`src/rtl/canon_pkg.sv`:
```
package canon_pkg;

  typedef enum logic [1:0] {
    ST_IDLE = 2'd0,
    ST_SCAN = 2'd1,
    ST_DONE = 2'd2
  } scan_st_t;

  typedef struct packed {
    logic cap5;
    logic tgt5;
    logic tgt64;
    logic ldt_ok;
    logic bnd_ld;
  } scan_cfg_t;

endpackage

```
`src/rtl/canon_rst_sync.sv`:
```
module canon_rst_sync (
  input  logic clk,
  input  logic rst_n,
  output logic rst_n_sync
);
  logic [1:0] sync_q;

  always_ff @(posedge clk or negedge rst_n) begin
    if (!rst_n) sync_q <= 2'b00;
    else        sync_q <= {sync_q[0], 1'b1};
  end

  assign rst_n_sync = sync_q[1];
endmodule

```
`src/rtl/canon_rule.sv`:
```
module canon_rule #(
  parameter int ADDR_W   = 64,
  parameter int NARROW_W = 48,
  parameter int WIDE_W   = 57
) (
  input  logic [ADDR_W-1:0] val,
  input  logic              wide,
  output logic              ok
);
  localparam int NUP = ADDR_W - NARROW_W + 1;
  localparam int WUP = ADDR_W - WIDE_W + 1;

  logic [NUP-1:0] top_n;
  logic [WUP-1:0] top_w;
  logic           ok_n;
  logic           ok_w;

  assign top_n = val[ADDR_W-1:NARROW_W-1];
  assign top_w = val[ADDR_W-1:WIDE_W-1];
  assign ok_n  = (&top_n) | ~(|top_n);
  assign ok_w  = (&top_w) | ~(|top_w);
  assign ok    = wide ? ok_w : ok_n;
endmodule

```
`src/rtl/canon_sext.sv`:
```
module canon_sext #(
  parameter int ADDR_W   = 64,
  parameter int NARROW_W = 48,
  parameter int WIDE_W   = 57
) (
  input  logic [ADDR_W-1:0] raw,
  input  logic              wide,
  output logic [ADDR_W-1:0] ext
);
  logic [ADDR_W-1:0] ext_n;
  logic [ADDR_W-1:0] ext_w;

  for (genvar b = 0; b < ADDR_W; b++) begin : g_bit
    if (b < NARROW_W) begin : g_n_lo
      assign ext_n[b] = raw[b];
    end else begin : g_n_hi
      assign ext_n[b] = raw[NARROW_W-1];
    end
    if (b < WIDE_W) begin : g_w_lo
      assign ext_w[b] = raw[b];
    end else begin : g_w_hi
      assign ext_w[b] = raw[WIDE_W-1];
    end
  end

  assign ext = wide ? ext_w : ext_n;
endmodule

```
`src/rtl/canon_ctrl.sv`:
```
module canon_ctrl
  import canon_pkg::*;
#(
  parameter int NUM_FIELDS = 16,
  parameter int IDX_W      = $clog2(NUM_FIELDS),
  parameter int CNT_W      = $clog2(NUM_FIELDS + 1)
) (
  input  logic             clk,
  input  logic             rst_n,
  input  logic             start,
  input  logic [CNT_W-1:0] scan_len,
  input  scan_cfg_t        cfg_in,
  input  logic             fld_ok,
  output scan_cfg_t        cfg_q,
  output logic [IDX_W-1:0] idx_q,
  output logic             busy,
  output logic             done,
  output logic             pass_q,
  output logic [IDX_W-1:0] fidx_q
);
  localparam logic [CNT_W-1:0] LEN_MAX = CNT_W'(NUM_FIELDS);
  localparam logic [CNT_W-1:0] ONE     = CNT_W'(1);

  scan_st_t         st_q, st_d;
  scan_cfg_t        cfg_d;
  logic [IDX_W-1:0] idx_d, fidx_d;
  logic [CNT_W-1:0] len_q, len_d;
  logic             pass_d;
  logic             upd_en;
  logic             last_fld;

  assign last_fld = (CNT_W'(idx_q) == (len_q - ONE));

  always_comb begin
    st_d   = st_q;
    cfg_d  = cfg_q;
    idx_d  = idx_q;
    fidx_d = fidx_q;
    len_d  = len_q;
    pass_d = pass_q;
    unique case (st_q)
      ST_IDLE: begin
        if (start) begin
          cfg_d  = cfg_in;
          len_d  = (scan_len > LEN_MAX) ? LEN_MAX : scan_len;
          idx_d  = '0;
          fidx_d = '0;
          if (scan_len == '0) begin
            st_d   = ST_DONE;
            pass_d = 1'b1;
          end else begin
            st_d   = ST_SCAN;
            pass_d = 1'b0;
          end
        end
      end
      ST_SCAN: begin
        if (!fld_ok) begin
          st_d   = ST_DONE;
          fidx_d = idx_q;
          pass_d = 1'b0;
        end else if (last_fld) begin
          st_d   = ST_DONE;
          pass_d = 1'b1;
        end else begin
          idx_d = idx_q + 1'b1;
        end
      end
      ST_DONE: begin
        if (!start) begin
          st_d = ST_IDLE;
        end
      end
      default: st_d = ST_IDLE;
    endcase
  end

  assign upd_en = start | (st_q != ST_IDLE);

  always_ff @(posedge clk or negedge rst_n) begin
    if (!rst_n) begin
      st_q   <= ST_IDLE;
      cfg_q  <= '0;
      idx_q  <= '0;
      fidx_q <= '0;
      len_q  <= '0;
      pass_q <= 1'b0;
    end else if (upd_en) begin
      st_q   <= st_d;
      cfg_q  <= cfg_d;
      idx_q  <= idx_d;
      fidx_q <= fidx_d;
      len_q  <= len_d;
      pass_q <= pass_d;
    end
  end

  assign busy = (st_q == ST_SCAN);
  assign done = (st_q == ST_DONE);
endmodule

```
`src/rtl/canon_scan_top.sv`:
```
module canon_scan_top
  import canon_pkg::*;
#(
  parameter int ADDR_W     = 64,
  parameter int NARROW_W   = 48,
  parameter int WIDE_W     = 57,
  parameter int NUM_FIELDS = 16,
  parameter int LDT_IDX    = 12,
  parameter int BND_IDX    = 13,
  parameter int IP_IDX     = 15,
  parameter int IDX_W      = $clog2(NUM_FIELDS),
  parameter int CNT_W      = $clog2(NUM_FIELDS + 1)
) (
  input  logic              clk,
  input  logic              rst_n,
  input  logic              start,
  input  logic [CNT_W-1:0]  scan_len,
  input  logic              cap_5lvl,
  input  logic              tgt_5lvl,
  input  logic              tgt_64bit,
  input  logic              ldt_usable,
  input  logic              bnd_load,
  output logic [IDX_W-1:0]  rd_idx,
  input  logic [ADDR_W-1:0] rd_data,
  output logic              busy,
  output logic              done,
  output logic              pass,
  output logic [IDX_W-1:0]  fail_idx,
  input  logic [ADDR_W-1:0] ld_raw,
  output logic [ADDR_W-1:0] ld_out
);
  localparam logic [IDX_W-1:0] LDT_SEL = IDX_W'(LDT_IDX);
  localparam logic [IDX_W-1:0] BND_SEL = IDX_W'(BND_IDX);
  localparam logic [IDX_W-1:0] IP_SEL  = IDX_W'(IP_IDX);

  logic      rst_n_int;
  scan_cfg_t cfg_in, cfg_q;
  logic      ok_cap, ok_tgt, fld_ok;

  canon_rst_sync u_rst (
    .clk        (clk),
    .rst_n      (rst_n),
    .rst_n_sync (rst_n_int)
  );

  assign cfg_in = '{cap5: cap_5lvl, tgt5: tgt_5lvl, tgt64: tgt_64bit,
                    ldt_ok: ldt_usable, bnd_ld: bnd_load};

  canon_rule #(.ADDR_W(ADDR_W), .NARROW_W(NARROW_W), .WIDE_W(WIDE_W)) u_rule_cap (
    .val  (rd_data),
    .wide (cfg_q.cap5),
    .ok   (ok_cap)
  );

  canon_rule #(.ADDR_W(ADDR_W), .NARROW_W(NARROW_W), .WIDE_W(WIDE_W)) u_rule_tgt (
    .val  (rd_data),
    .wide (cfg_q.tgt5),
    .ok   (ok_tgt)
  );

  always_comb begin
    if (rd_idx == IP_SEL)       fld_ok = ~cfg_q.tgt64  | ok_tgt;
    else if (rd_idx == LDT_SEL) fld_ok = ~cfg_q.ldt_ok | ok_cap;
    else if (rd_idx == BND_SEL) fld_ok = ~cfg_q.bnd_ld | ok_cap;
    else                        fld_ok = ok_cap;
  end

  canon_ctrl #(.NUM_FIELDS(NUM_FIELDS), .IDX_W(IDX_W), .CNT_W(CNT_W)) u_ctrl (
    .clk      (clk),
    .rst_n    (rst_n_int),
    .start    (start),
    .scan_len (scan_len),
    .cfg_in   (cfg_in),
    .fld_ok   (fld_ok),
    .cfg_q    (cfg_q),
    .idx_q    (rd_idx),
    .busy     (busy),
    .done     (done),
    .pass_q   (pass),
    .fidx_q   (fail_idx)
  );

  canon_sext #(.ADDR_W(ADDR_W), .NARROW_W(NARROW_W), .WIDE_W(WIDE_W)) u_sext (
    .raw  (ld_raw),
    .wide (cap_5lvl),
    .ext  (ld_out)
  );
endmodule

```
`config.mk`:
```
export PLATFORM = sky130hd
export DESIGN_NAME = canon_scan_top
export DESIGN_NICKNAME = d
export VERILOG_FILES = /design/src/rtl/canon_pkg.sv /design/src/rtl/canon_rst_sync.sv /design/src/rtl/canon_rule.sv /design/src/rtl/canon_sext.sv /design/src/rtl/canon_ctrl.sv /design/src/rtl/canon_scan_top.sv
export SDC_FILE = /design/constraint.sdc
export NUM_CORES = 1
export LEC_CHECK = 0
export ABC_AREA = 1
export BUFFER_PORTS_ARGS = -buffer_cell sky130_fd_sc_hd__buf_2
export CORE_UTILIZATION = 30
export CTS_BUF_LIST = sky130_fd_sc_hd__clkbuf_8 sky130_fd_sc_hd__clkbuf_16
export DETAILED_ROUTE_END_ITERATION = 10
export PLACE_DENSITY = 0.82
export SYNTH_ARGS = -nofsm -noshare
export SYNTH_HDL_FRONTEND = slang
export SYNTH_HIERARCHICAL = 1
export SYNTH_SLANG_ARGS = --single-unit
```
`constraint.sdc`:
```
create_clock -name clk -period 0.8 [get_ports clk]
set_input_delay 0.08 -clock clk [delete_from_list [all_inputs] [get_ports clk]]
set_output_delay 0.08 -clock clk [all_outputs]
set_load 0.01 [all_outputs]
```
==> qor.csv, run 1 <==
stage;metric;value;unit
status;outcome;complete, but fails checks;
status;violated checks;DRC, setup timing;
finish;share of cells above drive strength 1;45.43;%
placed_design;hpwl dp;3723;µm
sta;final worst setup slack;-0.8271;ns
yosys;Synth top cells by count;nand2_1 (99), buf_4 (55), inv_1 (36);
clock_network;Clock Latency Late Sink;0.26;ns
worst_setup_path;Crit Path Class;register to register;
placed_design;placed cell area;2350;µm²
power_and_ir_drop;combinational power share;58.6;%
sta;final hold violations;0;
power_and_ir_drop;Power per Cell Area;2120;nW/µm²
power_and_ir_drop;Pwr Total;5792;µW
worst_setup_path;CP Data Required Time;0.96;ns
clock_network;Root Buffer;clkbuf_8;
min_path;hold depth;3;
drt;routed len/inst;11.08;µm
clock_network;CTS tree;built;
sta;max-slew violations;0;
worst_setup_path;worst r2r path cells;12;
worst_setup_path;CP Launch Type;register;
sta;Fmax;0.6146;GHz
placed_design;worst slack, placed;-0.8520;ns
power_and_ir_drop;switching pwr;2384;µW
drt;Initial DRT Pass Iterations;9;
yosys;Synth area leader;dfrtp_1;
yosys;EDFF count, synth;0;
drt;Via-to-Cell Ratio;4.561;
power_and_ir_drop;design internal power;3407;µW
sta;final setup fails;32;
drt;Post-route DRC;13;
grt;Overflow after GRT;0;
min_path;Worst Hold Endpoint;u_ctrl/cfg_q[0]$_DFFE_PN0P_;
grt;first-pass GRT wire length;8280;µm
sta;Final TNS setup;-14.55;ns
floorplanning;Die ar.;7209;µm²
clock_network;CTS Buffer Depth;2;
job;Max-Cap Viols;0;
finish;fin cells;460;
sta;Post-Route Skew;0.0009419;ns
finish;antenna diode count;0;
yosys;largest cells by area after synthesis;dfrtp_1 (28%), buf_4 (20%), nand2_1 (18%);
yosys;Syn Inst Count;321;
finish;Area Overhead vs Synth;32.46;%
power_and_ir_drop;leakage power;0.001500;µW
worst_setup_path;Critical Path End Type;register;
floorplanning;total core area;6495;µm²
worst_setup_path;crit-path cells;inv_2, ha_4, nand2_2, inv_2, nor2_2, nand2_1, nor2_2, nand3_4, nand2_4, nand2_4, nand2_2, nand2_2;
grt;Total GRT Usage;14.13;%
yosys;most frequent cell after synthesis;nand2_1;
grt;vias in the first global route;1925;
yosys;Synth Net Count;464;
power_and_ir_drop;peak supply drop;0.001404;V
drt;final WL;5099;µm
yosys;Top FF cell, synth;dfrtp_1;
placed_design;cell total after placement;439;
worst_setup_path;cell mode on critical path;nand2_2;
drt;initial drt markers;89;
finish;Filler cells;656;
grt;initial antenna violation count;0;
clock_network;clk slew on worst S/H paths;0.08;ns
clock_network;H-Tree Depth;1;
sta;fin crit period;1.627;ns
yosys;Avg Inst Size Synth;6.424;µm²
sta;Tcrit/Tclk final;203.4;%
yosys;register area share after synthesis;27.91;%
finish;Final nets;527;
worst_setup_path;Crit path arrival time;1.78;ns
worst_setup_path;worst-path maximum fanout;5;
sta;unrepaired setup endpoints after global routing;yes;
floorplanning;num ports;216;
floorplanning;Starting Density;31.75;%
worst_setup_path;flop2flop setup slack;-0.83;ns
clock_network;Inserted Clock Buffers;3;
floorplanning;row count;29;
yosys;Ys Warns;6;
worst_setup_path;worst r2r dst;u_ctrl/idx_q[2]$_DFFE_PN0P_;
placed_design;port bufs;67;
yosys;#FFs+latches synth;23;
power_and_ir_drop;switching share of power;41.17;%
grt;largest net degree at the start of global routing;22;
min_path;worst hold start;bnd_load;
worst_setup_path;Worst R2R Start;u_ctrl/len_q[0]$_DFFE_PN0P_;
yosys;top-area cell type share of the netlist area;27.91;%
power_and_ir_drop;sequential share of power;29.2;%
clock_network;clock sinks;23;
min_path;hold crit path type;primary input to register;
floorplanning;Horiz. Die Dim;84.91;µm
worst_setup_path;max incr delay on CP;0.40;ns
yosys;unique cell type count in the Yosys netlist;24;
power_and_ir_drop;Clock Power Share;12.3;%
worst_setup_path;Critical-path top delay cell;dfrtp_1;
drt;Final ANT Viol Nets;0;
floorplanning;Die Y;84.91;µm
drt;total number of vias;2098;
yosys;synthesized area;2062;µm²
yosys;fraction of registers with async set/reset;100.0;%
finish;Final Instance Area;2731;µm²
placed_design;Final GP Congestion;0.8514;
layout by cell type, fill, tap and decap left out, drive strengths merged:
cell and count:
clkbuf 3, clkinv 1, nor2 43, nand3 22, o21ai 9, buf 113
and2 2, dfrtp 23, ha 2, nor3 4, dlygate4sd3 1, xnor2 1
o22ai 4, inv 40, nand2 103, a21oi 4, nand4 7, conb 1
how the worst max path moves through the flow:
stage,slack (ns),endpoint,startpoint,cells after the start
2_1_floorplan,-0.65,u_ctrl/idx_q[2]$_DFFE_PN0P_,u_ctrl/len_q[0]$_DFFE_PN0P_,12
3_3_place_gp,-0.73,u_ctrl/idx_q[3]$_DFFE_PN0P_,rd_data[62],18
3_5_place_dp,-0.85,u_ctrl/idx_q[2]$_DFFE_PN0P_,rd_data[62],19
4_1_cts,-0.75,u_ctrl/idx_q[2]$_DFFE_PN0P_,u_ctrl/len_q[0]$_DFFE_PN0P_,12
5_1_grt,-0.94,u_ctrl/idx_q[2]$_DFFE_PN0P_,u_ctrl/len_q[0]$_DFFE_PN0P_,12
6_report,-0.83,u_ctrl/idx_q[2]$_DFFE_PN0P_,u_ctrl/len_q[0]$_DFFE_PN0P_,12
power by group through the flow:
stage	Clock, µW	Combinational [µW]	Sequential, µW
after floorplan	0	1880	1650
after global placement	0	2550	1670
after detailed placement	0	2660	1670
after CTS	735	2960	1670
after global routing	779	3730	1730
final	710	3390	1690
stage by stage:
step / utilization (%) / hold slack, ns
global route: 42.05 / 0.02898
detailed placement: 36.18 / -0.1321
floorplan: - / -0.2156
finish: 42.05 / 0.01156
global placement: 36.18 / -0.1336
CTS: 39.55 / 0.007022
timing repair:
| action | in CTS | in global routing |
|---|---|---|
| cloned | 2 | 0 |
| hold endpoints to repair | 2 | 0 |
| buffers inserted | 9 | 6 |
| pin swaps | 16 | 16 |
| endpoints found under the setup margin | 32 | 40 |
| gates resized for setup | 28 | 33 |
| hold buffers | 1 | 0 |
cell type report:
type / instances / area (µm²) / share of cell area (%)
Clock inverter: 1 / 3.754 / 0.1374
Tap cell: 77 / 96.34 / 3.527
Timing Repair Buffer: 114 / 784.5 / 28.72
Inverter: 39 / 153.9 / 5.634
Clock buffer: 3 / 41.29 / 1.512
Timing Repair inverter: 1 / 8.758 / 0.3207
Multi-Input combinational cell: 202 / 1062 / 38.89
Sequential cell: 23 / 580.6 / 21.26
cells by family (layout without fill, tap and decap cells):
group,count (synthesis),in the layout,share of synthesized area (%)
flip-flops,23,23,27.91
adder cells (fa/ha/maj),2,2,1.213
buffers and inverters,97,158,28.16
AO/OA/AOI/OAI,17,17,4.369
other,1,1,0.1819
XOR/XNOR,1,1,0.4248
AND/OR/NAND/NOR,180,181,37.74
worst max-delay path, delay by kind of cell, from the launching register on:
kind / cells / cell delay [ns]
AND/OR/NAND/NOR: 9 / 0.77
flip-flops: 1 / 0.40
adder cells (fa/ha/maj): 1 / 0.21
buffers and inverters: 2 / 0.12
state kept, by name, indices dropped and copies added, names as in the netlist:
signal,cells
u_rst/sync_q,2
u_ctrl/idx_q,4
u_ctrl/st_q,2
u_ctrl/fidx_q,4
u_ctrl/pass_q,1
u_ctrl/len_q,5
u_ctrl/cfg_q,5
metal layers:
layer  global-route usage (%)  share of wire [%]  up-vias
met4                    6.163                2.0        0
li1                         -                  -     1057
met5                        0                  0        -
met1                    15.91                 41      945
met2                    26.53                 51       78
met3                    1.946                5.9       18
Note: power is estimated with default switching activity, not from simulation.
==> inputs of run 2 (changes only) <==
Settings changed: SETUP_SLACK_MARGIN set to 0.1.
==> run 2 against run 1 <==
  * The run still ends with DRC, setup timing left
  * Combinational power shrank 1%
  * Clock skew grew 0.0020 ns
  * Cell area grew 1.2%
  * Core utilization grew 0.52 points
  * Global-route usage shrank 0.092 points
  * Worst setup slack gained 0.064 ns
  * Sequential share of layout area shrank 0.26 points
  * Hold slack lost 0.0088 ns
  * Flip-flop and latch count is the same
  * Register-to-register slack gained 0.06 ns
  * First-iteration DRC count grew 3.4%
  * Critical path type unchanged
==> qor.csv, run 2 (synthesized netlist as in run 1, its figures left out) <==
stage;metric;value;unit
floorplanning;Starting Density;31.75;%
grt;busiest grt layer;met2;
sta;Final TNS setup;-14.23;ns
job;Max-Cap Viols;0;
grt;initial antenna violation count;0;
drt;final WL;5340;µm
placed_design;worst slack, placed;-0.7925;ns
grt;vias in the first global route;1883;
sta;Post-Route Skew;0.002932;ns
sta;final hold violations;0;
grt;Overflow after GRT;0;
floorplanning;Horiz. Die Dim;84.91;µm
worst_setup_path;worst-path maximum fanout;5;
sta;fin crit period;1.563;ns
drt;total number of vias;2086;
grt;Total GRT Usage;14.04;%
sta;max-slew violations;0;
placed_design;port bufs;67;
power_and_ir_drop;Pwr Total;5772;µW
finish;antenna diode count;0;
status;outcome;complete, but fails checks;
power_and_ir_drop;peak supply drop;0.001680;V
clock_network;clk slew on worst S/H paths;0.09;ns
status;violated checks;DRC, setup timing;
clock_network;CTS Buffer Depth;2;
clock_network;Root Buffer;clkbuf_8;
floorplanning;Die ar.;7209;µm²
finish;Top Registers;u_ctrl/cfg_q (5), u_ctrl/len_q (5);
sta;unrepaired setup endpoints after global routing;yes;
grt;met1 GRT Util;17.27;%
drt;Initial DRT Pass Iterations;8;
placed_design;hpwl dp;3750;µm
finish;commonest non-fill, non-tap cells in the layout;nand2_1 (90), buf_2 (52), buf_4 (36);
grt;largest net degree at the start of global routing;22;
grt;first-pass GRT wire length;8252;µm
grt;met2 usage;24.39;%
worst_setup_path;Crit Path Class;register to register;
grt;grt met3 use;2.043;%
finish;Area Overhead vs Synth;34.10;%
clock_network;Clock Latency Late Sink;0.27;ns
drt;Via-to-Cell Ratio;4.525;
placed_design;Final GP Congestion;0.8235;
sta;Fmax;0.6399;GHz
worst_setup_path;flop2flop setup slack;-0.76;ns
finish;Final nets;528;
sta;final worst setup slack;-0.7626;ns
sta;final setup fails;32;
drt;Final ANT Viol Nets;0;
min_path;hold crit path type;primary input to register;
placed_design;placed cell area;2360;µm²
sta;worst hold slack;0.002736;ns
floorplanning;Die Y;84.91;µm
worst_setup_path;CP Data Required Time;0.97;ns
clock_network;clock sinks;23;
floorplanning;row count;29;
clock_network;H-Tree Depth;1;
drt;Post-route DRC;14;
worst_setup_path;CP Launch Type;register;
finish;most common cell after layout, fill and taps aside;nand2_1;
clock_network;Inserted Clock Buffers;3;
floorplanning;total core area;6495;µm²
floorplanning;num ports;216;
drt;initial drt markers;92;
finish;share of cells above drive strength 1;42.19;%
worst_setup_path;Crit path arrival time;1.73;ns
power_and_ir_drop;leakage power;0.001519;µW
sta;Tcrit/Tclk final;195.3;%
power_and_ir_drop;Power per Cell Area;2087;nW/µm²
worst_setup_path;Critical Path End Type;register;
clock_network;CTS tree;built;
drt;routed len/inst;11.58;µm
finish;Final Instance Area;2765;µm²
-- run 2: changes by cell type in the layout (fill, tap and decap cells not counted), sizes merged --
cell	delta
buf	+1
inv	-1
nand2	+1
-- run 2: stage by stage --
step / instances / utilization [%]
2_1_floorplan: 321 / -
3_3_place_gp: 440 / 36.33
3_5_place_dp: 440 / 36.33
4_1_cts: 459 / 40.78
5_1_grt: 461 / 42.57
6_report: 461 / 42.57
-- run 2: per-layer routing --
metal  routed length (µm)  vias up
met2                 2728       89
met5                    0        -
met1                 2254      929
met4                   79        0
met3                  277       12
li1                     -     1056
-- run 2: area by class of cell --
class	instances	area, µm²
clock inverter	1	5.005
tap	77	96.34
inverter	39	153.9
multi-input combinational	203	1028
sequential	23	580.6
timing repair buffer	115	859.6
fill	641	3730
clock buffer	3	41.29
-- run 2: path summary, 6_finish.rpt --
kind / cells after the start / end / from
worst min register to register: 1 / u_ctrl/len_q[4]$_DFFE_PN0P_ / u_rst/sync_q[1]$_DFF_PN0_
worst max register to register: 12 / u_ctrl/idx_q[2]$_DFFE_PN0P_ / u_ctrl/len_q[0]$_DFFE_PN0P_
min in group asynchronous: 2 / u_rst/sync_q[1]$_DFF_PN0_ / rst_n
worst max-delay path: 12 / u_ctrl/idx_q[2]$_DFFE_PN0P_ / u_ctrl/len_q[0]$_DFFE_PN0P_
worst min-delay path: 3 / u_ctrl/cfg_q[2]$_DFFE_PN0P_ / tgt_64bit
max in group asynchronous: 1 / u_ctrl/idx_q[1]$_DFFE_PN0P_ / u_rst/sync_q[1]$_DFF_PN0_
-- run 2: what timing repair did --
item | in CTS | in global routing
pin swaps | 12 | 6
hold buffers | 1 | 0
endpoints found under the hold margin | 2 | 0
setup buffers | 12 | 5
endpoints found under the setup margin | 48 | 38
gates cloned | 2 | 0
resized for setup | 32 | 19
-- run 2: critical path, stage by stage, from the launching register on --
cell,delay (ns)
dfrtp_1,0.40
inv_2,0.08
ha_4,0.19
nand2_1,0.05
inv_1,0.04
nor2_1,0.08
nand2_1,0.09
nor2_2,0.13
nand3_4,0.12
nand2_4,0.11
nand2_2,0.06
nand2_1,0.06
nand2_1,0.05
-- run 2: where the power goes --
| part | switching (µW) | internal [µW] |
|---|---|---|
| combinational | 1710 | 1640 |
| sequential | 218 | 1460 |
| clock | 398 | 349 |
==> inputs of run 3 (changes only) <==
Settings changed: CORE_AREA set to 2 2 84 86, CORE_UTILIZATION 30 to unset, DIE_AREA set to 0 0 86 88, PLACE_DENSITY 0.82 to 0.84.
==> run 3 against run 2 <==
  * The flow finishes with violations (setup timing)
  * Total power is 7.4% higher
  * First-iteration DRC count grew 9.8%
  * Clock skew is 0.0033 ns higher
  * Register-to-register slack about the same
  * Combinational power is 13% higher
  * Via count increased by 3.4%
  * Flip-flop and latch count did not move
  * Fmax down 0.79%
  * Highest routed layer unchanged
  * Core utilization increased by 1.1 points
  * Cell area grew 4.8%
  * Routed wire length is 10% higher
  * Final cell count up 2.6%
==> qor.csv, run 3 (synthesized netlist as in run 1, its figures left out) <==
stage;metric;value;unit
power_and_ir_drop;combinational power share;60.8;%
worst_setup_path;crit-path cells;nand2_1, nor2_1, nand2_1, a21oi_2, nand2_2, buf_4, buf_6, nand3_1, nand2_1;
min_path;hold crit path type;primary input to register;
floorplanning;Horiz. Die Dim;86;µm
clock_network;clock sinks;23;
floorplanning;num ports;216;
clock_network;Clock Latency Late Sink;0.28;ns
power_and_ir_drop;Clock Power Share;12.1;%
floorplanning;Die Y;88;µm
floorplanning;Die ar.;7568;µm²
floorplanning;total core area;6644;µm²
drt;final WL;5898;µm
power_and_ir_drop;switching pwr;2547;µW
placed_design;worst slack, placed;-0.7865;ns
drt;total number of vias;2157;
clock_network;Inserted Clock Buffers;3;
worst_setup_path;Critical-path top delay cell;dfrtp_2;
clock_network;CTS tree;built;
sta;worst hold slack;0.007656;ns
finish;Area Overhead vs Synth;40.59;%
worst_setup_path;cell mode on critical path;nand2_1;
grt;first-pass GRT wire length;8687;µm
finish;share of cells above drive strength 1;47.84;%
floorplanning;row count;30;
power_and_ir_drop;sequential share of power;27.1;%
worst_setup_path;worst-path maximum fanout;4;
finish;commonest non-fill, non-tap cells in the layout;nand2_1 (84), buf_2 (55), buf_4 (41);
clock_network;CTS Buffer Depth;2;
clock_network;Root Buffer;clkbuf_8;
power_and_ir_drop;peak supply drop;0.001682;V
clock_network;H-Tree Depth;1;
finish;Final Instance Area;2899;µm²
grt;initial antenna violation count;0;
drt;Final ANT Viol Nets;0;
power_and_ir_drop;Power per Cell Area;2138;nW/µm²
sta;fin crit period;1.575;ns
worst_setup_path;Crit path arrival time;1.74;ns
floorplanning;Starting Density;31.04;%
grt;vias in the first global route;1978;
sta;max-slew violations;0;
power_and_ir_drop;leakage power;0.001572;µW
drt;Via-to-Cell Ratio;4.560;
grt;Total GRT Usage;14.14;%
worst_setup_path;Critical Path End Type;register;
sta;Post-Route Skew;0.006279;ns
finish;Final nets;537;
drt;routed len/inst;12.47;µm
sta;final hold violations;0;
power_and_ir_drop;switching share of power;41.08;%
finish;Filler cells;658;
placed_design;cell total after placement;445;
finish;Top Registers;u_ctrl/cfg_q (5), u_ctrl/len_q (5);
grt;Overflow after GRT;0;
status;outcome;complete, but fails checks;
job;Max-Cap Viols;0;
sta;final worst setup slack;-0.7751;ns
power_and_ir_drop;design internal power;3653;µW
drt;Post-route DRC;0;
drt;initial drt markers;101;
sta;Tcrit/Tclk final;196.9;%
worst_setup_path;CP Launch Type;register;
finish;fin cells;473;
status;violated checks;setup timing;
sta;unrepaired setup endpoints after global routing;yes;
clock_network;clk slew on worst S/H paths;0.09;ns
drt;Initial DRT Pass Iterations;4;
sta;Fmax;0.6349;GHz
worst_setup_path;Crit Path Class;register to register;
placed_design;placed cell area;2379;µm²
placed_design;hpwl dp;4058;µm
worst_setup_path;CP Data Required Time;0.96;ns
finish;most common cell after layout, fill and taps aside;nand2_1;
grt;largest net degree at the start of global routing;22;
worst_setup_path;max incr delay on CP;0.39;ns
sta;final setup fails;32;
placed_design;Final GP Congestion;0.9147;
finish;antenna diode count;0;
placed_design;port bufs;67;
## run 3: through the flow
step | util (%) | TNS (ns) | power, µW
after detailed placement | 35.80 | -11.27 | 4337
after global placement | 35.80 | -10.42 | 4198
after floorplan | - | -9.593 | 3538
after global routing | 43.63 | -16.84 | 6668
final | 43.63 | -14.90 | 6199
after CTS | 40.21 | -13.51 | 5563
## run 3: power groups by stage
stage	sequential (µW)	clock, µW	combinational [µW]
after floorplan	1650	0	1880
after global placement	1660	0	2540
after detailed placement	1670	0	2670
after CTS	1670	765	3130
after global routing	1720	802	4140
final	1680	748	3770
## run 3: path summary, 6_finish.rpt
| path | slack [ns] | from | to | cells after the start |
|---|---|---|---|---|
| min in group asynchronous | 0.11 | rst_n | u_rst/sync_q[0]$_DFF_PN0_ | 2 |
| max reg2reg | -0.78 | u_ctrl/idx_q[3]$_DFFE_PN0P_ | u_ctrl/fidx_q[3]$_DFFE_PN0P_ | 9 |
| max in group asynchronous | 0.44 | u_rst/sync_q[1]$_DFF_PN0_ | u_ctrl/idx_q[2]$_DFFE_PN0P_ | 1 |
| min reg2reg | 0.20 | u_rst/sync_q[1]$_DFF_PN0_ | u_ctrl/idx_q[3]$_DFFE_PN0P_ | 1 |
| min | 0.008 | tgt_5lvl | u_ctrl/cfg_q[3]$_DFFE_PN0P_ | 3 |
| max | -0.78 | u_ctrl/idx_q[3]$_DFFE_PN0P_ | u_ctrl/fidx_q[3]$_DFFE_PN0P_ | 9 |
## run 3: layout make-up
| class | instances | area (µm²) | area share (%) |
|---|---|---|---|
| Clock buffer | 3 | 41.29 | 1.424 |
| Clock inverter | 1 | 3.754 | 0.1295 |
| Inverter | 39 | 158.9 | 5.481 |
| Multi-Input combinational cell | 203 | 1096 | 37.81 |
| Sequential cell | 23 | 580.6 | 20.03 |
| Tap cell | 80 | 100.1 | 3.453 |
| Timing Repair Buffer | 124 | 918.4 | 31.68 |
## run 3: routing by layer
metal | track usage, % | vias to the layer above | routed length [µm]
li1 | - | 1083 | -
met1 | 16.98 | 961 | 2292
met2 | 24.31 | 88 | 3030
met3 | 2.828 | 25 | 417
met4 | 6.638 | 0 | 159
met5 | 0 | - | 0
## run 3: critical path, delay by kind of cell, from the launching register on
| family | cells | cell delay [ns] |
|---|---|---|
| AO/OA/AOI/OAI | 1 | 0.19 |
| flip-flops | 1 | 0.39 |
| buffers and inverters | 2 | 0.27 |
| AND/OR/NAND/NOR | 6 | 0.62 |
## run 3: repair_timing
action                                  in CTS  in global routing
pin swaps                                    9                 16
hold buffers                                 1                  0
endpoints found under the setup margin      40                 48
buffers inserted                            14                 10
resized for setup                           36                 43
endpoints found under the hold margin        2                  0
gates cloned                                 1                  1
